`src/rtl/rstline_pkg.sv`:
```
package rstline_pkg;
  localparam int REG_W = 32;
  typedef logic [REG_W-1:0] word_t;
endpackage

```
`src/rtl/rstline_rst_sync.sv`:
```
module rstline_rst_sync (
  input  logic clk,
  input  logic arst_n,
  output logic rst_n_o
);
  logic meta_q, sync_q;

  always_ff @(posedge clk or negedge arst_n) begin
    if (!arst_n) begin
      meta_q <= 1'b0;
      sync_q <= 1'b0;
    end else begin
      meta_q <= 1'b1;
      sync_q <= meta_q;
    end
  end

  assign rst_n_o = sync_q;
endmodule

```
`src/rtl/rstline_line_sync.sv`:
```
module rstline_line_sync #(
  parameter int NUM_LINES = 128
) (
  input  logic                 clk,
  input  logic                 rst_n,
  input  logic [NUM_LINES-1:0] clk_en,
  input  logic [NUM_LINES-1:0] req,
  output logic [NUM_LINES-1:0] rst_out
);
  for (genvar i = 0; i < NUM_LINES; i++) begin : g_line
    logic s1_q, s2_q, s1_d, s2_d;

    always_comb begin
      s1_d = s1_q;
      s2_d = s2_q;
      if (clk_en[i]) begin
        s1_d = req[i];
        s2_d = s1_q;
      end
    end

    always_ff @(posedge clk or negedge rst_n) begin
      if (!rst_n) begin
        s1_q <= 1'b1;
        s2_q <= 1'b1;
      end else begin
        s1_q <= s1_d;
        s2_q <= s2_d;
      end
    end

    assign rst_out[i] = s2_q;

    // a gated domain never sees its reset change
    a_r5_gated_hold: assert property (@(posedge clk) disable iff (!rst_n)
      !clk_en[i] |=> $stable(rst_out[i]));
  end
endmodule

```
`src/rtl/rstline_regfile.sv`:
```
module rstline_regfile
  import rstline_pkg::*;
#(
  parameter int NUM_LINES = 128,
  parameter int ADDR_W    = 6
) (
  input  logic                 clk,
  input  logic                 rst_n,
  input  logic                 bus_sel,
  input  logic                 bus_wr,
  input  logic                 bus_pair,
  input  logic [ADDR_W-1:0]    bus_addr,
  input  word_t                bus_wdata,
  input  logic [NUM_LINES-1:0] status_i,
  output logic [NUM_LINES-1:0] req_o,
  output word_t                bus_rdata,
  output logic                 bus_rvalid
);
  localparam int NUM_REGS = NUM_LINES / REG_W;
  localparam int IDX_W    = (NUM_REGS > 1) ? $clog2(NUM_REGS) : 1;
  localparam int WIDX_W   = ADDR_W - 2;

  logic [WIDX_W-1:0] w;
  logic [IDX_W-1:0]  idx, pidx;
  logic              mapped, is_status, hi, bank_req, wr_go, rd_go;
  logic              pair_commit, use_snap;
  word_t             rd_word, part_word;
  logic              unused_lowaddr;

  logic [NUM_LINES-1:0] req_q, req_d;
  logic                 stg_vld_q, stg_vld_d;
  logic [IDX_W-1:0]     stg_idx_q, stg_idx_d;
  word_t                stg_data_q, stg_data_d;
  logic                 snap_vld_q, snap_vld_d;
  logic [WIDX_W-1:0]    snap_w_q, snap_w_d;
  word_t                snap_data_q, snap_data_d;
  word_t                rdata_q, rdata_d;
  logic                 rvalid_q, rvalid_d;

  // decode
  assign unused_lowaddr = ^bus_addr[1:0];
  assign w         = bus_addr[ADDR_W-1:2];
  assign mapped    = (w[WIDX_W-1:IDX_W+1] == '0);
  assign is_status = w[IDX_W];
  assign idx       = w[IDX_W-1:0];
  assign pidx      = idx | IDX_W'(1);
  assign hi        = idx[0];
  assign bank_req  = mapped & ~is_status;
  assign wr_go     = bus_sel & bus_wr;
  assign rd_go     = bus_sel & ~bus_wr;

  assign rd_word   = !mapped   ? '0 :
                     is_status ? status_i[idx*REG_W +: REG_W] : req_q[idx*REG_W +: REG_W];
  assign part_word = is_status ? status_i[pidx*REG_W +: REG_W] : req_q[pidx*REG_W +: REG_W];

  assign pair_commit = bus_pair & hi & stg_vld_q & (stg_idx_q == (idx ^ IDX_W'(1)));
  assign use_snap    = bus_pair & mapped & hi & snap_vld_q & (snap_w_q == (w ^ WIDX_W'(1)));

  always_comb begin
    req_d       = req_q;
    stg_vld_d   = stg_vld_q;
    stg_idx_d   = stg_idx_q;
    stg_data_d  = stg_data_q;
    snap_vld_d  = snap_vld_q;
    snap_w_d    = snap_w_q;
    snap_data_d = snap_data_q;
    rvalid_d    = 1'b0;
    rdata_d     = '0;
    if (bus_sel) begin
      stg_vld_d  = 1'b0;
      snap_vld_d = 1'b0;
    end
    if (wr_go && bank_req) begin
      if (bus_pair && !hi) begin
        stg_vld_d  = 1'b1;
        stg_idx_d  = idx;
        stg_data_d = bus_wdata;
      end else begin
        req_d[idx*REG_W +: REG_W] = bus_wdata;
        if (pair_commit) req_d[stg_idx_q*REG_W +: REG_W] = stg_data_q;
      end
    end
    if (rd_go) begin
      rvalid_d = 1'b1;
      rdata_d  = use_snap ? snap_data_q : rd_word;
      if (bus_pair && mapped && !hi) begin
        snap_vld_d  = 1'b1;
        snap_w_d    = w;
        snap_data_d = part_word;
      end
    end
  end

  always_ff @(posedge clk or negedge rst_n) begin
    if (!rst_n) begin
      req_q       <= '1;
      stg_vld_q   <= 1'b0;
      stg_idx_q   <= '0;
      stg_data_q  <= '0;
      snap_vld_q  <= 1'b0;
      snap_w_q    <= '0;
      snap_data_q <= '0;
      rdata_q     <= '0;
      rvalid_q    <= 1'b0;
    end else begin
      req_q       <= req_d;
      stg_vld_q   <= stg_vld_d;
      stg_idx_q   <= stg_idx_d;
      stg_data_q  <= stg_data_d;
      snap_vld_q  <= snap_vld_d;
      snap_w_q    <= snap_w_d;
      snap_data_q <= snap_data_d;
      rdata_q     <= rdata_d;
      rvalid_q    <= rvalid_d;
    end
  end

  assign req_o      = req_q;
  assign bus_rdata  = rdata_q;
  assign bus_rvalid = rvalid_q;

  // status offsets are read-only
  a_r6_status_write_ignored: assert property (@(posedge clk) disable iff (!rst_n)
    (wr_go && mapped && is_status) |=> $stable(req_o));
  // a staged low half leaves the request bank untouched
  a_r7_stage_no_effect: assert property (@(posedge clk) disable iff (!rst_n)
    (wr_go && bus_pair && bank_req && !hi) |=> $stable(req_o));
  // read response timing and idle value
  a_r3_read_valid: assert property (@(posedge clk) disable iff (!rst_n)
    rd_go |=> bus_rvalid);
  a_r3_idle_quiet: assert property (@(posedge clk) disable iff (!rst_n)
    !rd_go |=> (!bus_rvalid && bus_rdata == '0));
  // unmapped reads return zero
  a_r6_unmapped_zero: assert property (@(posedge clk) disable iff (!rst_n)
    (rd_go && !mapped) |=> (bus_rdata == '0));
endmodule

```
`src/rtl/rstline_ctrl.sv`:
```
module rstline_ctrl
  import rstline_pkg::*;
#(
  parameter int                     NUM_LINES   = 128,
  parameter int                     ADDR_W      = 6,
  parameter logic [NUM_LINES-1:0]   DIRECT_MASK = 128'h00000000_00000040_00000300_00000061
) (
  input  logic                 clk,
  input  logic                 rst_n,
  input  logic                 bus_sel,
  input  logic                 bus_wr,
  input  logic                 bus_pair,
  input  logic [ADDR_W-1:0]    bus_addr,
  input  logic [REG_W-1:0]     bus_wdata,
  input  logic [NUM_LINES-1:0] line_clk_en,
  output logic [REG_W-1:0]     bus_rdata,
  output logic                 bus_rvalid,
  output logic [NUM_LINES-1:0] line_rst
);
  logic                 rst_sync_n;
  logic [NUM_LINES-1:0] req;
  logic [NUM_LINES-1:0] status;

  rstline_rst_sync u_rst_sync (
    .clk     (clk),
    .arst_n  (rst_n),
    .rst_n_o (rst_sync_n)
  );

  rstline_regfile #(
    .NUM_LINES (NUM_LINES),
    .ADDR_W    (ADDR_W)
  ) u_regfile (
    .clk        (clk),
    .rst_n      (rst_sync_n),
    .bus_sel    (bus_sel),
    .bus_wr     (bus_wr),
    .bus_pair   (bus_pair),
    .bus_addr   (bus_addr),
    .bus_wdata  (bus_wdata),
    .status_i   (status),
    .req_o      (req),
    .bus_rdata  (bus_rdata),
    .bus_rvalid (bus_rvalid)
  );

  rstline_line_sync #(
    .NUM_LINES (NUM_LINES)
  ) u_line_sync (
    .clk     (clk),
    .rst_n   (rst_sync_n),
    .clk_en  (line_clk_en),
    .req     (req),
    .rst_out (line_rst)
  );

  // mixed polarity: all-asserted status equals DIRECT_MASK
  assign status = ~line_rst ^ DIRECT_MASK;

  // every line is held in reset when the controller leaves reset
  a_r1_release_asserted: assert property (@(posedge clk) disable iff (!rst_n)
    $rose(rst_sync_n) |-> (&line_rst));
endmodule

```
`config.mk`:
```
export PLATFORM = sky130hd
export DESIGN_NAME = rstline_ctrl
export DESIGN_NICKNAME = d
export VERILOG_FILES = /design/src/rtl/rstline_pkg.sv /design/src/rtl/rstline_rst_sync.sv /design/src/rtl/rstline_line_sync.sv /design/src/rtl/rstline_regfile.sv /design/src/rtl/rstline_ctrl.sv
export SDC_FILE = /design/constraint.sdc
export NUM_CORES = 1
export LEC_CHECK = 0
export ABC_AREA = 0
export BUFFER_PORTS_ARGS = -buffer_cell sky130_fd_sc_hd__buf_2
export CORE_ASPECT_RATIO = 2
export CORE_MARGIN = 3
export CORE_UTILIZATION = 60
export CTS_BUF_LIST = sky130_fd_sc_hd__clkbuf_4
export DETAILED_ROUTE_END_ITERATION = 10
export GPL_TIMING_DRIVEN = 0
export PLACE_DENSITY = 0.83
export SYNTH_ARGS = -nofsm -noshare
export SYNTH_HDL_FRONTEND = slang
export SYNTH_HIERARCHICAL = 1
export SYNTH_SLANG_ARGS = --single-unit
```
`constraint.sdc`:
```
create_clock -name clk -period 16.7 [get_ports clk]
set_input_delay 0.835 -clock clk [delete_from_list [all_inputs] [get_ports clk]]
set_output_delay 0.835 -clock clk [all_outputs]
set_load 0.005 [all_outputs]
```
==> run_results.csv <==
group,metric,value,unit
yosys,ys_seq_elements,491,
yosys,synth_area_per_cell,12.7,µm²
yosys,yosysTopAreaCell,"dfstp_2",
timing,hold_viol,0,
detailed_routing,wl_per_cell,23.6,µm
floorplanning,row_count,100,
critical_path,critPathSlowestCell,"nor4_2",
critical_path,reg2reg_depth,7,
timing,timing.hold.ws,0.276,ns
floorplanning,pin_count,332,
clock_network,cts_tree,"done",
detailed_routing,dr_total_vias,16694,
place,finalWeightedCongestion,0.918,
global_routing,grt_max_degree,78,
timing,slew_headroom,34.2,%
floorplanning,core_area,37400,µm²
yosys,ys_warn_count,6,
power_and_ir_drop,power_density,96.4,nW/µm²
cells_and_area,regArea,12800,µm²
critical_path,worst-path-stages,9,
cells_and_area,instances_no_fill,2802,
cells_and_area,multi_input_area,8180,µm²
clock_network,ctsResizeCount,0,
detailed_routing,remaining_drc_errors,0,
critical_path,crit_path_frequent_cell,"buf_2",
cells_and_area,fill_cells,2607,
detailed_routing,dr.pass1.iters,8,
clock_network,clkTransAtPathRegs,0.08,ns
power_and_ir_drop,power.total,2.57,mW
clock_network,clock-root-buffer,"clkbuf_4",
critical_path,worstSetupEndpointType,"flip-flop",
critical_path,cp.required,17.43,ns
cells_and_area,syn_to_final_growth,16.9,%
critical_path,r2r-end,"u_regfile/req_o[75]",
detailed_routing,drt-total-wl,66200,µm
floorplanning,dieArea,40600,µm²
place,hpwl,48100,µm
timing,rsz0062_at_grt,"no",
global_routing,antenna_found_initial,7,
cells_and_area,fin_nets,2425,
critical_path,crit_arrival,3.79,ns
global_routing,grt_usage,32.1,%
floorplanning,die_x,144,µm
worst_hold_path,hold_start,"line_clk_en[28]",
place,port-buffer-count,328,
job,maxCapViolCount,0,
yosys,async_reset_ff_share,100,%
global_routing,grt_pass1_wl,98000,µm
yosys,synth_top_area_share,44.2,%
worst_hold_path,min_to,"u_line_sync/g_line[28].s1_q",
power_and_ir_drop,peakVddDrop,0.0728,mV
critical_path,r2r-start,"u_regfile/stg_idx_q[1]",
critical_path,cp_num_buf_inv,5,
critical_path,slowest_delay,0.75,ns
critical_path,r2r_setup_slack,13.96,ns
cells_and_area,post-route-util,71.4,%
worst_hold_path,hold_class,"in -> reg",
worst_hold_path,hold_depth,2,
timing,setup_viol,0,
critical_path,startpoint_type,"input pin",
yosys,yosysMostFrequentCell,"dfstp_2",
yosys,synthCells,1800,
critical_path,path_max_fanout,12,
clock_network,cts_buffer_depth,3,
yosys,synth_nets,1981,
yosys,synth-edff-count,0,
cells_and_area,layout-drive-gt1-share,58.5,%
run_status,status,"complete, no violations",
timing,fin_worst_skew,0.0412,ns
critical_path,crit_family,"buffers and inverters",
place,dp_cells,2594,
yosys,synth.top_cells.by_area,"dfstp_2 44%, mux2_2 14%, dfrtp_1 12%",
global_routing,grt-ovfl-total,0,
global_routing,grt_pass1_vias,18213,
floorplanning,die_h,282,µm
clock_network,clock_latency,0.82,ns
yosys,synth.top_cells.by_count,"384 x dfstp_2, 282 x mux2_2, 134 x buf_4",
timing,drv_slew,0,
detailed_routing,drt_iter0_markers,998,
detailed_routing,ant_nets,0,
critical_path,critPathKind,"in -> reg",
power_and_ir_drop,power.leakage,12.9,nW
yosys,seq_area_frac_synth,55.9,%
critical_path,cp_cell_sequence,"buf_2 -> buf_4 -> inv_2 -> buf_1 -> ha_1 -> nor4_2 -> buf_2 -> a22oi_1 -> nand2_1",
timing,fin_crit,3.06,ns
yosys,synth_flop_cell,"dfstp_2",
detailed_routing,vias_per_cell,5.96,
timing,tightest_slew,0.988,ns
timing,fin_crit_sh,18.3,%
floorplanning,initial_utilization,61.1,%
timing,fmax,327,MHz
yosys,syn-cell-area,22800,µm²
clock_network,cts_made_buffers,106,
clock_network,cts.sinks,491,
clock_network,cts-htree-levels,3,
yosys,yosysUniqueCellTypes,48,
placed cells by master (no fill, tap or decap), drive strengths merged, types with 2 or more instances in the layout:
cell type	n
o21ai	71
dfstp	384
a21o	32
a22oi	96
and4	2
dfrtp	107
mux2	289
nor2b	3
nor2	102
buf	518
nand3b	2
ha	10
a311oi	2
a22o	92
nand4b	2
nand2	67
nand2b	2
mux2i	128
xor2	3
inv	132
a32o	36
diode	8
clkinvlp	2
nor3b	4
nor4b	2
nor4	5
bufinv	2
clkbuf	192
and2	3
clkinv	33
kinds of logic after synthesis:
kind of cell	count (synthesis)	synth area share (%)
xor+xnor	4	0.186
compound gates	330	11.0
other cells	1	0.0164
flops	491	55.9
simple gates	202	4.15
buf+inv	345	8.31
mux	417	19.9
fa+ha+maj	10	0.548
stage by stage:
stage	TNS (ns)	worst slack (ns)	instance area (µm²)
CTS	0	13.77	26700
global route	0	13.60	26700
finish	0	13.64	26700
global placement	-175.10	-1.75	25100
floorplan	0	2.67	22800
detailed placement	0	12.90	25300
per-layer routing:
| layer | GRT usage (%) | part of all wire (%) | up-vias |
|---|---|---|---|
| met5 | 0 | 0.020 | - |
| met4 | 24.1 | 8.0 | 2 |
| met3 | 6.89 | 7.4 | 297 |
| met2 | 56.9 | 53 | 887 |
| met1 | 32.1 | 32 | 8295 |
| li1 | - | - | 7213 |
area by class of cell:
| type | instances | area share (%) |
|---|---|---|
| Inverter | 130 | 1.83 |
| Buffer | 215 | 5.28 |
| Clock buffer | 160 | 4.50 |
| Timing Repair Buffer | 336 | 6.91 |
| Multi-Input combinational cell | 964 | 30.6 |
| Sequential cell | 491 | 47.8 |
| Antenna cell | 8 | 0.0750 |
| Clock inverter | 39 | 0.811 |
| Tap cell | 459 | 2.15 |
registers in the layout, summed over array words and instances, names as in the netlist:
signal and cells:
u_regfile/bus_rdata 32, u_regfile/stg_data_q 32, u_regfile/snap_w_q 4, u_regfile/snap_vld_q 1, u_line_sync/g_line.s2_q 128, u_regfile/snap_data_q 32
u_regfile/bus_rvalid 1, u_line_sync/g_line.s1_q 128, u_regfile/stg_vld_q 1, u_rst_sync/meta_q 1, u_regfile/stg_idx_q 2, u_rst_sync/rst_n_o 1
u_regfile/req_o 128
where the power goes:
group | leakage (nW) | internal, mW | switching (mW)
combinational | 6.66 | 0.136 | 0.155
clock | 0.837 | 0.471 | 0.464
sequential | 5.37 | 1.30 | 0.0523
worst max-delay path by stage:
stage | from | end | slack (ns)
floorplan | u_rst_sync/rst_n_o | u_regfile/bus_rdata[0] | 2.67
global placement | u_rst_sync/rst_n_o | u_regfile/stg_data_q[27] | -1.75
detailed placement | bus_addr[3] | u_regfile/req_o[21] | 12.90
CTS | bus_addr[3] | u_regfile/req_o[23] | 13.77
global route | bus_addr[3] | u_regfile/req_o[6] | 13.60
finish | bus_addr[3] | u_regfile/req_o[23] | 13.64
what timing repair did:
action                                 CTS  global route
setup buffers                            0             0
hold buffers                             1             0
endpoints found under the hold margin    2             0
No activity file was read; power rests on OpenSTA's default activity.
